File: config.mk
export PLATFORM = sky130hd
export DESIGN_NAME = adc_step_seq
export DESIGN_NICKNAME = d
export VERILOG_FILES = /design/src/rtl/adc_seq_pkg.sv /design/src/rtl/step_regfile.sv /design/src/rtl/step_accum.sv /design/src/rtl/result_fifo.sv /design/src/rtl/adc_step_seq.sv
export SDC_FILE = /design/constraint.sdc
export NUM_CORES = 1
export LEC_CHECK = 0
export BUFFER_PORTS_ARGS = -buffer_cell sky130_fd_sc_hd__buf_2
export CORE_UTILIZATION = 62
export CTS_CLUSTER_SIZE = 24
export DETAILED_ROUTE_END_ITERATION = 8
export PLACE_DENSITY = 0.84
export RECOVER_POWER = 25
export SYNTH_ARGS = -nofsm -noshare
export SYNTH_HDL_FRONTEND = slang
export SYNTH_SLANG_ARGS = --single-unit
File: constraint.sdc
create_clock -name clk -period 5.47 [get_ports clk]
set_input_delay 0.2735 -clock clk [delete_from_list [all_inputs] [get_ports clk]]
set_output_delay 0.2735 -clock clk [all_outputs]
set_load 0.03 [all_outputs]
File: src/rtl/adc_seq_pkg.sv
// Shared types for the step sequencer: step configuration layout and FSM states.
package adc_seq_pkg;
    localparam int CH_W   = 3;
    localparam int OPEN_W = 18;
    localparam int SAMP_W = 8;
    localparam int AVG_W  = 5;
    localparam int DATA_W = 12;

    // One step's configuration; field order fixes the write-word layout.
    typedef struct packed {
        logic              en;
        logic              touch;
        logic [CH_W-1:0]   chan;
        logic [OPEN_W-1:0] open_dly;
        logic [SAMP_W-1:0] samp_dly;
        logic [AVG_W-1:0]  avg;
    } step_cfg_t;

    localparam int CFG_W = $bits(step_cfg_t);

    typedef enum logic [2:0] {
        S_IDLE, S_CHARGE, S_SEEK, S_OPEN, S_SAMPLE, S_WAIT, S_STORE
    } seq_state_t;

    // Shift amount for an averaging count; unsupported counts mean one sample.
    function automatic logic [2:0] avg_shift(input logic [AVG_W-1:0] n);
        case (n)
            5'd2:    return 3'd1;
            5'd4:    return 3'd2;
            5'd8:    return 3'd3;
            5'd16:   return 3'd4;
            default: return 3'd0;
        endcase
    endfunction
endpackage

File: src/rtl/step_regfile.sv
// Step configuration storage. One write port, all steps readable in parallel.
// Assumes writes happen while the sequencer is idle; reset disables every step.
module step_regfile import adc_seq_pkg::*; #(
    parameter int NUM_STEPS = 16,
    localparam int STEP_W = $clog2(NUM_STEPS)
) (
    input  logic                      clk,
    input  logic                      rst_n,
    input  logic                      we,
    input  logic [STEP_W-1:0]         waddr,
    input  logic [CFG_W-1:0]          wdata,
    output logic [NUM_STEPS*CFG_W-1:0] cfg_flat
);
    logic [CFG_W-1:0] mem [NUM_STEPS];

    // Store a configuration word, or clear all words on reset.
    always_ff @(posedge clk) begin
        if (!rst_n) begin
            for (int i = 0; i < NUM_STEPS; i++) mem[i] <= '0;
        end else if (we) begin
            mem[waddr] <= wdata;
        end
    end

    for (genvar g = 0; g < NUM_STEPS; g++) begin : g_out
        assign cfg_flat[g*CFG_W +: CFG_W] = mem[g];
    end
endmodule

File: src/rtl/step_accum.sv
// Conversion accumulator. Cleared when a step is selected, adds each finished
// conversion, and presents the sum shifted by the step's averaging exponent.
module step_accum #(
    parameter int DATA_W = 12,
    parameter int ACC_W  = 16
) (
    input  logic              clk,
    input  logic              rst_n,
    input  logic              clear,
    input  logic              add,
    input  logic [DATA_W-1:0] data,
    input  logic [2:0]        shift,
    output logic [DATA_W-1:0] avg
);
    logic [ACC_W-1:0] acc;
    logic [ACC_W-1:0] shifted;

    // Hold the running sum of the current step's conversions.
    always_ff @(posedge clk) begin
        if (!rst_n || clear) acc <= '0;
        else if (add)        acc <= acc + ACC_W'(data);
    end

    assign shifted = acc >> shift;
    assign avg     = shifted[DATA_W-1:0];
endmodule

File: src/rtl/result_fifo.sv
// Show-ahead result queue. A push while full is dropped and sets a sticky flag.
module result_fifo #(
    parameter int WIDTH = 16,
    parameter int DEPTH = 16,
    localparam int PTR_W = $clog2(DEPTH),
    localparam int CNT_W = $clog2(DEPTH + 1)
) (
    input  logic             clk,
    input  logic             rst_n,
    input  logic             push,
    input  logic [WIDTH-1:0] din,
    input  logic             pop,
    output logic             valid,
    output logic [WIDTH-1:0] dout,
    output logic             ovf
);
    logic [WIDTH-1:0] mem [DEPTH];
    logic [PTR_W-1:0] wp, rp;
    logic [CNT_W-1:0] cnt;
    logic             full, do_push, do_pop;

    assign full    = (cnt == CNT_W'(DEPTH));
    assign valid   = (cnt != '0);
    assign do_push = push && !full;
    assign do_pop  = pop && valid;
    assign dout    = mem[rp];

    // Store accepted results.
    always_ff @(posedge clk) begin
        if (do_push) mem[wp] <= din;
    end

    // Advance pointers and occupancy; latch the drop flag.
    always_ff @(posedge clk) begin
        if (!rst_n) begin
            wp <= '0; rp <= '0; cnt <= '0; ovf <= 1'b0;
        end else begin
            if (do_push) wp <= (wp == PTR_W'(DEPTH-1)) ? '0 : wp + PTR_W'(1);
            if (do_pop)  rp <= (rp == PTR_W'(DEPTH-1)) ? '0 : rp + PTR_W'(1);
            if (do_push && !do_pop)      cnt <= cnt + CNT_W'(1);
            else if (do_pop && !do_push) cnt <= cnt - CNT_W'(1);
            if (push && full) ovf <= 1'b1;
        end
    end


    cnt_bound_chk: assert property (@(posedge clk) disable iff (!rst_n)
        cnt <= CNT_W'(DEPTH));

    ovf_sticky_chk: assert property (@(posedge clk) disable iff (!rst_n)
        ovf |=> ovf);
endmodule

File: src/rtl/adc_step_seq.sv
// Conversion step sequencer top. Walks the enabled steps, optionally after a
// touchscreen charge interval with pen-up check, drives the converter handshake
// and queues averaged, step-tagged results. Assumes adc_done arrives only after
// adc_start has fallen and that configuration changes only while idle.
module adc_step_seq import adc_seq_pkg::*; #(
    parameter int NUM_STEPS  = 16,
    parameter int CHG_W      = 16,
    parameter int ACC_W      = 16,
    parameter int FIFO_DEPTH = 16,
    localparam int STEP_W = $clog2(NUM_STEPS),
    localparam int RES_W  = STEP_W + DATA_W,
    localparam int CNT_W  = (OPEN_W > CHG_W) ? OPEN_W : CHG_W
) (
    input  logic              clk,
    input  logic              rst_n,
    input  logic              cfg_we,
    input  logic [STEP_W-1:0] cfg_addr,
    input  logic [CFG_W-1:0]  cfg_wdata,
    input  logic              run,
    input  logic              continuous,
    input  logic              touch_en,
    input  logic [CHG_W-1:0]  charge_len,
    input  logic              pen_up,
    output logic              adc_start,
    output logic [CH_W-1:0]   adc_chan,
    input  logic              adc_done,
    input  logic [DATA_W-1:0] adc_data,
    output logic              charge_on,
    output logic              pen_up_evt,
    output logic              busy,
    output logic              res_valid,
    output logic [RES_W-1:0]  res_data,
    input  logic              res_pop,
    output logic              res_ovf
);
    seq_state_t                  state;
    logic [STEP_W:0]             idx;
    logic [STEP_W-1:0]           cur, fsel;
    logic [CNT_W-1:0]            cnt;
    logic [AVG_W-1:0]            nconv;
    logic                        skip_touch, found;
    logic [NUM_STEPS*CFG_W-1:0]  cfg_flat;
    step_cfg_t                   cfg [NUM_STEPS];
    logic [NUM_STEPS-1:0]        elig;
    step_cfg_t                   cc;
    logic [2:0]                  sh;
    logic [CNT_W-1:0]            samp_len, chg_start;
    logic [DATA_W-1:0]           avg_val;
    logic                        res_push;

    step_regfile #(.NUM_STEPS(NUM_STEPS)) i_regs (
        .clk(clk), .rst_n(rst_n), .we(cfg_we), .waddr(cfg_addr),
        .wdata(cfg_wdata), .cfg_flat(cfg_flat));

    for (genvar g = 0; g < NUM_STEPS; g++) begin : g_dec
        assign cfg[g]  = step_cfg_t'(cfg_flat[g*CFG_W +: CFG_W]);
        assign elig[g] = cfg[g].en && !(cfg[g].touch && skip_touch);
    end

    // Pick the lowest eligible step at or above the scan index.
    always_comb begin
        found = 1'b0;
        fsel  = '0;
        for (int i = NUM_STEPS - 1; i >= 0; i--) begin
            if (elig[i] && (i >= int'(idx))) begin
                found = 1'b1;
                fsel  = STEP_W'(i);
            end
        end
    end

    assign cc        = cfg[cur];
    assign sh        = avg_shift(cc.avg);
    assign samp_len  = (cc.samp_dly == '0) ? CNT_W'(1) : CNT_W'(cc.samp_dly);
    assign chg_start = (charge_len == '0) ? CNT_W'(1) : CNT_W'(charge_len);
    assign adc_start = (state == S_SAMPLE);
    assign adc_chan  = cc.chan;
    assign charge_on = (state == S_CHARGE);
    assign busy      = (state != S_IDLE);
    assign res_push  = (state == S_STORE);

    // Main sequencing: charge, step selection, delays, conversions, store.
    always_ff @(posedge clk) begin
        if (!rst_n) begin
            state <= S_IDLE; idx <= '0; cur <= '0; cnt <= '0;
            nconv <= '0; skip_touch <= 1'b0; pen_up_evt <= 1'b0;
        end else begin
            pen_up_evt <= 1'b0;
            case (state)
                S_IDLE: if (run) begin
                    idx <= '0; skip_touch <= 1'b0; cnt <= chg_start;
                    state <= touch_en ? S_CHARGE : S_SEEK;
                end
                S_CHARGE: begin
                    if (cnt == CNT_W'(1)) begin
                        skip_touch <= pen_up;
                        pen_up_evt <= pen_up;
                        state      <= S_SEEK;
                    end else cnt <= cnt - CNT_W'(1);
                end
                S_SEEK: begin
                    if (found) begin
                        cur   <= fsel;
                        cnt   <= CNT_W'(cfg[fsel].open_dly);
                        nconv <= '0;
                        state <= S_OPEN;
                    end else if (continuous) begin
                        idx <= '0; skip_touch <= 1'b0; cnt <= chg_start;
                        state <= touch_en ? S_CHARGE : S_SEEK;
                    end else state <= S_IDLE;
                end
                S_OPEN: begin
                    if (cnt == '0) begin
                        cnt   <= samp_len;
                        state <= S_SAMPLE;
                    end else cnt <= cnt - CNT_W'(1);
                end
                S_SAMPLE: begin
                    if (cnt == CNT_W'(1)) state <= S_WAIT;
                    else cnt <= cnt - CNT_W'(1);
                end
                S_WAIT: if (adc_done) begin
                    if (nconv == AVG_W'((1 << sh) - 1)) state <= S_STORE;
                    else begin
                        nconv <= nconv + AVG_W'(1);
                        cnt   <= samp_len;
                        state <= S_SAMPLE;
                    end
                end
                S_STORE: begin
                    idx   <= {1'b0, cur} + (STEP_W+1)'(1);
                    state <= S_SEEK;
                end
                default: state <= S_IDLE;
            endcase
        end
    end

    step_accum #(.DATA_W(DATA_W), .ACC_W(ACC_W)) i_acc (
        .clk(clk), .rst_n(rst_n), .clear(state == S_SEEK),
        .add((state == S_WAIT) && adc_done), .data(adc_data),
        .shift(sh), .avg(avg_val));

    result_fifo #(.WIDTH(RES_W), .DEPTH(FIFO_DEPTH)) i_fifo (
        .clk(clk), .rst_n(rst_n), .push(res_push), .din({cur, avg_val}),
        .pop(res_pop), .valid(res_valid), .dout(res_data), .ovf(res_ovf));


    charge_start_excl_chk: assert property (@(posedge clk) disable iff (!rst_n)
        !(adc_start && charge_on));

    push_enabled_chk: assert property (@(posedge clk) disable iff (!rst_n)
        res_push |-> cfg[cur].en);

    pen_skip_chk: assert property (@(posedge clk) disable iff (!rst_n)
        (res_push && skip_touch) |-> !cfg[cur].touch);

    pen_evt_pulse_chk: assert property (@(posedge clk) disable iff (!rst_n)
        pen_up_evt |=> !pen_up_evt);
endmodule

Word level (Yosys, flattened, before mapping) --
Memory sizes are Yosys's and may differ from the RTL's. A register that Yosys moved wholly into a read port is not among the register bits. Cells that the tools add are included.
Storage, ports and cells: flip-flop bits (word level) 67, RAM bits 832, output and inout port bits 25, logic and storage cells 253, memories kept 2
Cells by class: add/sub/neg operators 9, order comparisons 18, equality and inequality tests 26, shifts and indexed selects 2, multiplexer cells 87, bitwise logic cells 2, reductions and logical operators 95
Memories:
- i_regs.mem | words 16, width 36, read ports 16, clocked after memory_dff 0, wr ports 16, RTL line step_regfile.sv:14 | logic [CFG_W-1:0] mem [NUM_STEPS];
- i_fifo.mem | words 16, width 16, read ports 1, clocked after memory_dff 1, wr ports 1, RTL line result_fifo.sv:17 | logic [WIDTH-1:0] mem [DEPTH];
Operators by type and width (count):
- $bmux 36 s4 | 2
- $mux 18 | 7
- $pmux 18 s5 | 1
- $mux 4 | 21
- $mux 34 | 2
- $mux 31 | 2
- $logic_and 1x1->1 | 54
- $ge 4x5->1 const A | 8
- $mux 5 | 8
- $mux 36 | 1
- $reduce_or 36->1 | 1
- $mux 1 | 27
- $pmux 3 s7 | 1
- $ge 3x5->1 const A | 4
- $logic_not 1->1 | 20
- $eq 18x1->1 const B | 1
- $logic_not 18->1 | 1
- $sub 18x1->18 const B | 1
- $add 16x12->16 | 1
- $logic_not 16->1 | 1
- $mux 16 | 1
- $ne 2x2->1 const B | 8
- $shr 16x3->12 | 1
- $mux 3 | 5
- 39 further kinds | 60

Depth between registers and ports, before layout --
An unclocked memory read counts as a cell.
depth in word-level cells 27, gate-level depth with buffers 20

By module --
Synthesis repeated with hierarchy kept, for this count alone.
Unflattened totals: cell total of the unflattened synthesis 3025, area total of the unflattened synthesis 41208.3 µm²
Modules (own cells, without submodules):
- step_regfile | instances 1, cells an instance 1379, area an instance 21120.3 µm², sequential area each 17296.6 µm²
- result_fifo | instances 1, cells an instance 513, area an instance 10581.4 µm², sequential area each 8047.7 µm²
- adc_step_seq | instances 1, cells an instance 925, area an instance 7916.3 µm², sequential area each 740.7 µm²
- step_accum | instances 1, cells an instance 208, area an instance 1590.3 µm², sequential area each 320.3 µm²

Worst setup path after synthesis --
No wires, ideal clock.
kind reg-to-reg, start register cur[0], end register cnt[0], data arrival time 4123 ps, data required time 5354 ps, path slack 1230 ps, cell stages (with the launch flop) 16, path buffers 3, cells stage by stage dfxtp_1 buf_6 buf_6 mux4_2 mux4_2 o21a_1 or3_1 a31oi_2 nor2_1 ha_1 xnor2_1 nor4b_1 o21a_1 a31oi_4 buf_4 o211a_1
Between the ends: cells in the longest elaborated chain, start to end 11, elaborated cells between the ends (all ways) 20, those cells by class add/sub (1); eq/ne (6); shift (1); mux (9); bitwise (1); reduce/logical (2)
RTL lines:
- start, declared | RTL line adc_step_seq.sv:38 | logic [STEP_W-1:0] cur, fsel;
- start signal, assigned | RTL line adc_step_seq.sv:103 | cur <= fsel;
- $not 4->5 (implied by the code) * | RTL line adc_step_seq.sv:72 | assign cc = cfg[cur];
- $bmux 36 s4 * | RTL line adc_step_seq.sv:72
- $mux 34 (implied by the code) * (2 in a row) | RTL line adc_step_seq.sv:72
- $eq 5x5->1 (tied with other cells) | RTL line adc_seq_pkg.sv:27 | case (n)
- $pmux 3 s4 | RTL line adc_seq_pkg.sv:27
- $shl 1x3->5 | RTL line adc_step_seq.sv:123 | if (nconv == AVG_W'((1 << sh) - 1)) state <= S_STORE;
- $sub 5x2->5 | RTL line adc_step_seq.sv:123
- $eq 5x5->1 | RTL line adc_step_seq.sv:123
- $ne 2x2->1 (no source line)
- $reduce_and 6->1 (no source line)
- end signal, assigned | RTL line adc_step_seq.sv:116 | end else cnt <= cnt - CNT_W'(1);
- end signal, assigned | RTL line adc_step_seq.sv:120 | else cnt <= cnt - CNT_W'(1);
- end signal, assigned | RTL line adc_step_seq.sv:126 | cnt <= samp_len;
- end, declared | RTL line adc_step_seq.sv:39 | logic [CNT_W-1:0] cnt;
Mark *: on every way between the ends. The rest lies on a longest branch, timed or not. The select of a mux whose other input is x is not followed. A chain may end at the register's enable or synchronous reset.

Worst setup path after layout --
start register cur[3], end register cnt[6]
Same word-level chain as after synthesis.

==> summary.md <==
| Metric | Value |
|---|---|
| Full die area | `approximately 0.067 mm2` |
| Initial Utilization | `a little over three fifths` |
| Total chip power | `17.08 mW` |
| Die width | `~260 um` |
| Pre-CTS setup slack | `between 400 and 500 ps` |
| Final Hold Viols | `0` |
| Cells after synthesis | `around 2800` |
| Slew margin rel. | `-85.60%` |
| Register area | `approximately 0.026 mm2` |
| FF-to-FF Start | `cur[3]` |
| Critical R2R Capture | `cnt[6]` |
| GPL Wtd Cong | `~0.95` |
| Vias per inst | `6.705` |
| Outcome | `finished with violations` |
| Final Cycle Share | `a little over nine tenths` |
| IO buf count | `between 100 and 150` |
| Post-synth EDFFs | `between 800 and 900` |
| Critical path data arrival time | `between 5000 and 6000 ps` |
| Predominant post-synthesis flop cell | `edfxtp_1` |
| Cells on worst reg2reg path | `17` |
| DRC | `0` |
| WL/cell | `~29 um` |
| IR drop worst, VDD | `0.2833 mV` |
| Area share of the largest cell type after synthesis | `61.04%` |
| Hold path startpoint | `charge_len[2]` |
| Core area | `approximately 0.065 mm2` |
| Number of global-route vias before repair | `26680` |
| DP HPWL | `roughly 65 mm` |
| Fin. max-slew vios | `approximately 390` |
| HP Class | `primary input to flip-flop` |
| Setup CP Type | `flip-flop to flip-flop` |
| Avg Inst Size Synth | `between 10 and 15 um2` |
| Max-cap viol count | `11` |
| Filler cell count | `between 3000 and 4000` |
| GRT Residual Overflow | `0` |
| 1st-pass router iterations | `8` |
| CTS tree | `yes` |
| Synth top cells by count | `edfxtp_1, and2_1, mux4_2, nand2_1, clkbuf_1` |
| Top cell type by total area after synthesis | `edfxtp_1` |
| Post-CTS Resized | `0` |
| Max Fanout on Critical Path | `26` |
| GRT Util Overall | `33.27%` |
| Worst hold path cell count | `3` |
| Via count | `25840` |
| Register bit total from synthesis | `903` |
| Layout area overhead | `10.93%` |
| Worst-Margin Slew | `between 2000 and 3000 ps` |
| Leakage Power | `around 15 nW` |
| Synth cell types | `77` |
| Ys async rst share | `0%` |
| Setup TNS Final | `0 ps` |
| Worst Skew | `~27 ps` |
| Max Freq | `~190 MHz` |
| DR iter-0 viols | `about 3600` |
| Final WS setup | `216.8 ps` |
| Multi-input gate area in the final layout | `~0.014 mm2` |
| Most frequent cell after synthesis | `edfxtp_1` |
| Layout Nets | `3027` |
| DRT antenna net count | `0` |
| R2R setup slack | `around 220 ps` |
| Synth warn | `0` |
| Register area share after synthesis | `64.52%` |
| Global-route wire length before repair | `around 160 mm` |
| Number of core rows | `slightly above 90` |
| Share of layout cells above drive strength 1 | `approximately 18%` |
| Final WL | `between 100 and 150 mm` |
| Largest net degree at the start of global routing | `61` |
| WHS Endpoint | `cnt[2]` |
| Initial antenna violation count | `10` |
| Clock sinks | `903` |
| I/O pin count | `about 100` |
| Syn_nets | `approximately 2900` |
| Startpoint Class | `flip-flop` |
| Violated checks | `max-capacitance violations, max-slew violations` |
| Count of final setup violators | `0` |
| Reg clk slew, reported paths | `about 60 ps` |
| Final Util | `70.05%` |
| CP required | `between 6000 and 7000 ps` |
| Setup bufs post-CTS | `0` |
| Fin crit period | `between 5000 and 6000 ps` |
| Setup crit end kind | `flip-flop` |
| Mapped Area | `0.04093 mm2` |
| Clock Root Buffer | `clkbuf_16` |
| PwrDens | `approximately 380 mW/mm2` |
| Clock insertion delay at the later pin of the skew report | `between 600 and 700 ps` |
| Max Root-Sink Buffers | `3` |
| RSZ-0062 raised after global routing | `false` |
| DIE HEIGHT | `258.9 um` |
| H-tree levels | `3` |
| Synth area leaders | `edfxtp_1, mux4_2, and2_1` |
| CTS Buf Count | `88` |
-- placed cells by master (no fill, tap or decap), drive strengths merged, types with 28 or more instances in the layout --
cell type  Yosys  layout
a21oi         67      67
a31oi         33      34
and2         591     591
buf           42     166
clkbuf       144     139
clkinv         0      28
dfxtp         71      71
edfxtp       832     832
inv           25      28
mux2i         94      94
mux4         175     175
nand2        170     170
nand3         49      49
nor2          89      89
nor3          34      34
o21ai         65      65
-- logic make-up after synthesis --
group / count (synthesis) / share of synthesized area (%)
flip-flops: 903 / 64.52
XOR/XNOR: 38 / 0.8132
multiplexers: 276 / 12.12
AND/OR/NAND/NOR: 1046 / 14.26
adder cells (fa/ha/maj): 29 / 0.9232
AO/OA/AOI/OAI: 325 / 5.301
buffers and inverters: 211 / 2.067
-- through the flow --
stage                     cells  hold WS [ps]  instance area (um2)
after floorplan            2828         429.3                40930
after global placement     3683         473.8                42650
after detailed placement   3683         495.8                42650
after CTS                  3844         3.503                45460
after global routing       3848         43.29                45390
final                      3853         38.22                45400
-- layer usage --
metal	track usage (%)	vias up	wire length (um)
met2	55.12	1847	53930
met3	7.645	350	13420
li1	-	10810	-
met4	13.92	4	4858
met1	42.50	12830	37730
met5	0	-	33
-- sequential cells by signal (all words and copies together), names as in the netlist, named ones only --
signal	count
skip_touch	1
i_regs.mem	576
idx	5
cnt	18
i_fifo.cnt	5
i_fifo.wp	4
cur	4
i_fifo.mem	256
i_fifo.ovf	1
pen_up_evt	1
nconv	5
state	3
i_acc.acc	16
i_fifo.rp	4
-- power by group --
group | switching (mW) | internal [mW] | leakage [nW]
logic | 1.73 | 1.17 | 5.50
clock network | 2.59 | 3.37 | 1.36
registers | 0.343 | 7.87 | 8.25
-- worst max path at each step --
stage              to    from  depth (start not counted)
6_report       cnt[6]  cur[3]                         17
5_1_grt        cnt[6]  cur[3]                         17
4_1_cts        cnt[6]  cur[0]                         16
3_5_place_dp   cnt[1]  cur[0]                         16
3_3_place_gp   cnt[6]  cur[0]                         16
2_1_floorplan  cnt[0]  cur[0]                         15
-- final cells by class --
class,count,share of cell area [%]
Inverter,25,0.2067
Sequential cell,903,58.18
Antenna cell,8,0.04409
Tap cell,855,2.356
Clock inverter,40,0.8764
Clock buffer,119,5.286
Multi-Input combinational cell,1715,30.63
Timing Repair Buffer,188,2.414
-- repair_timing --
item | 4_1_cts | 5_1_grt
hold buffers | 2 | 0
endpoints found under the setup margin | 0 | 2
hold endpoints to repair | 2 | 0
-- critical path, stage by stage, from the launching register on --
cell	delay, ps
dfxtp_1	990
buf_4	350
nor2_1	100
a22o_1	250
or2_1	330
or3_1	420
a31oi_2	300
nor2_1	80
ha_1	200
xnor2_1	260
nor2_1	70
nand2_1	70
a21oi_1	60
o21a_1	350
a31oi_4	620
buf_4	330
o211ai_1	120
o22ai_1	230
(Power assumes the default switching activity.)
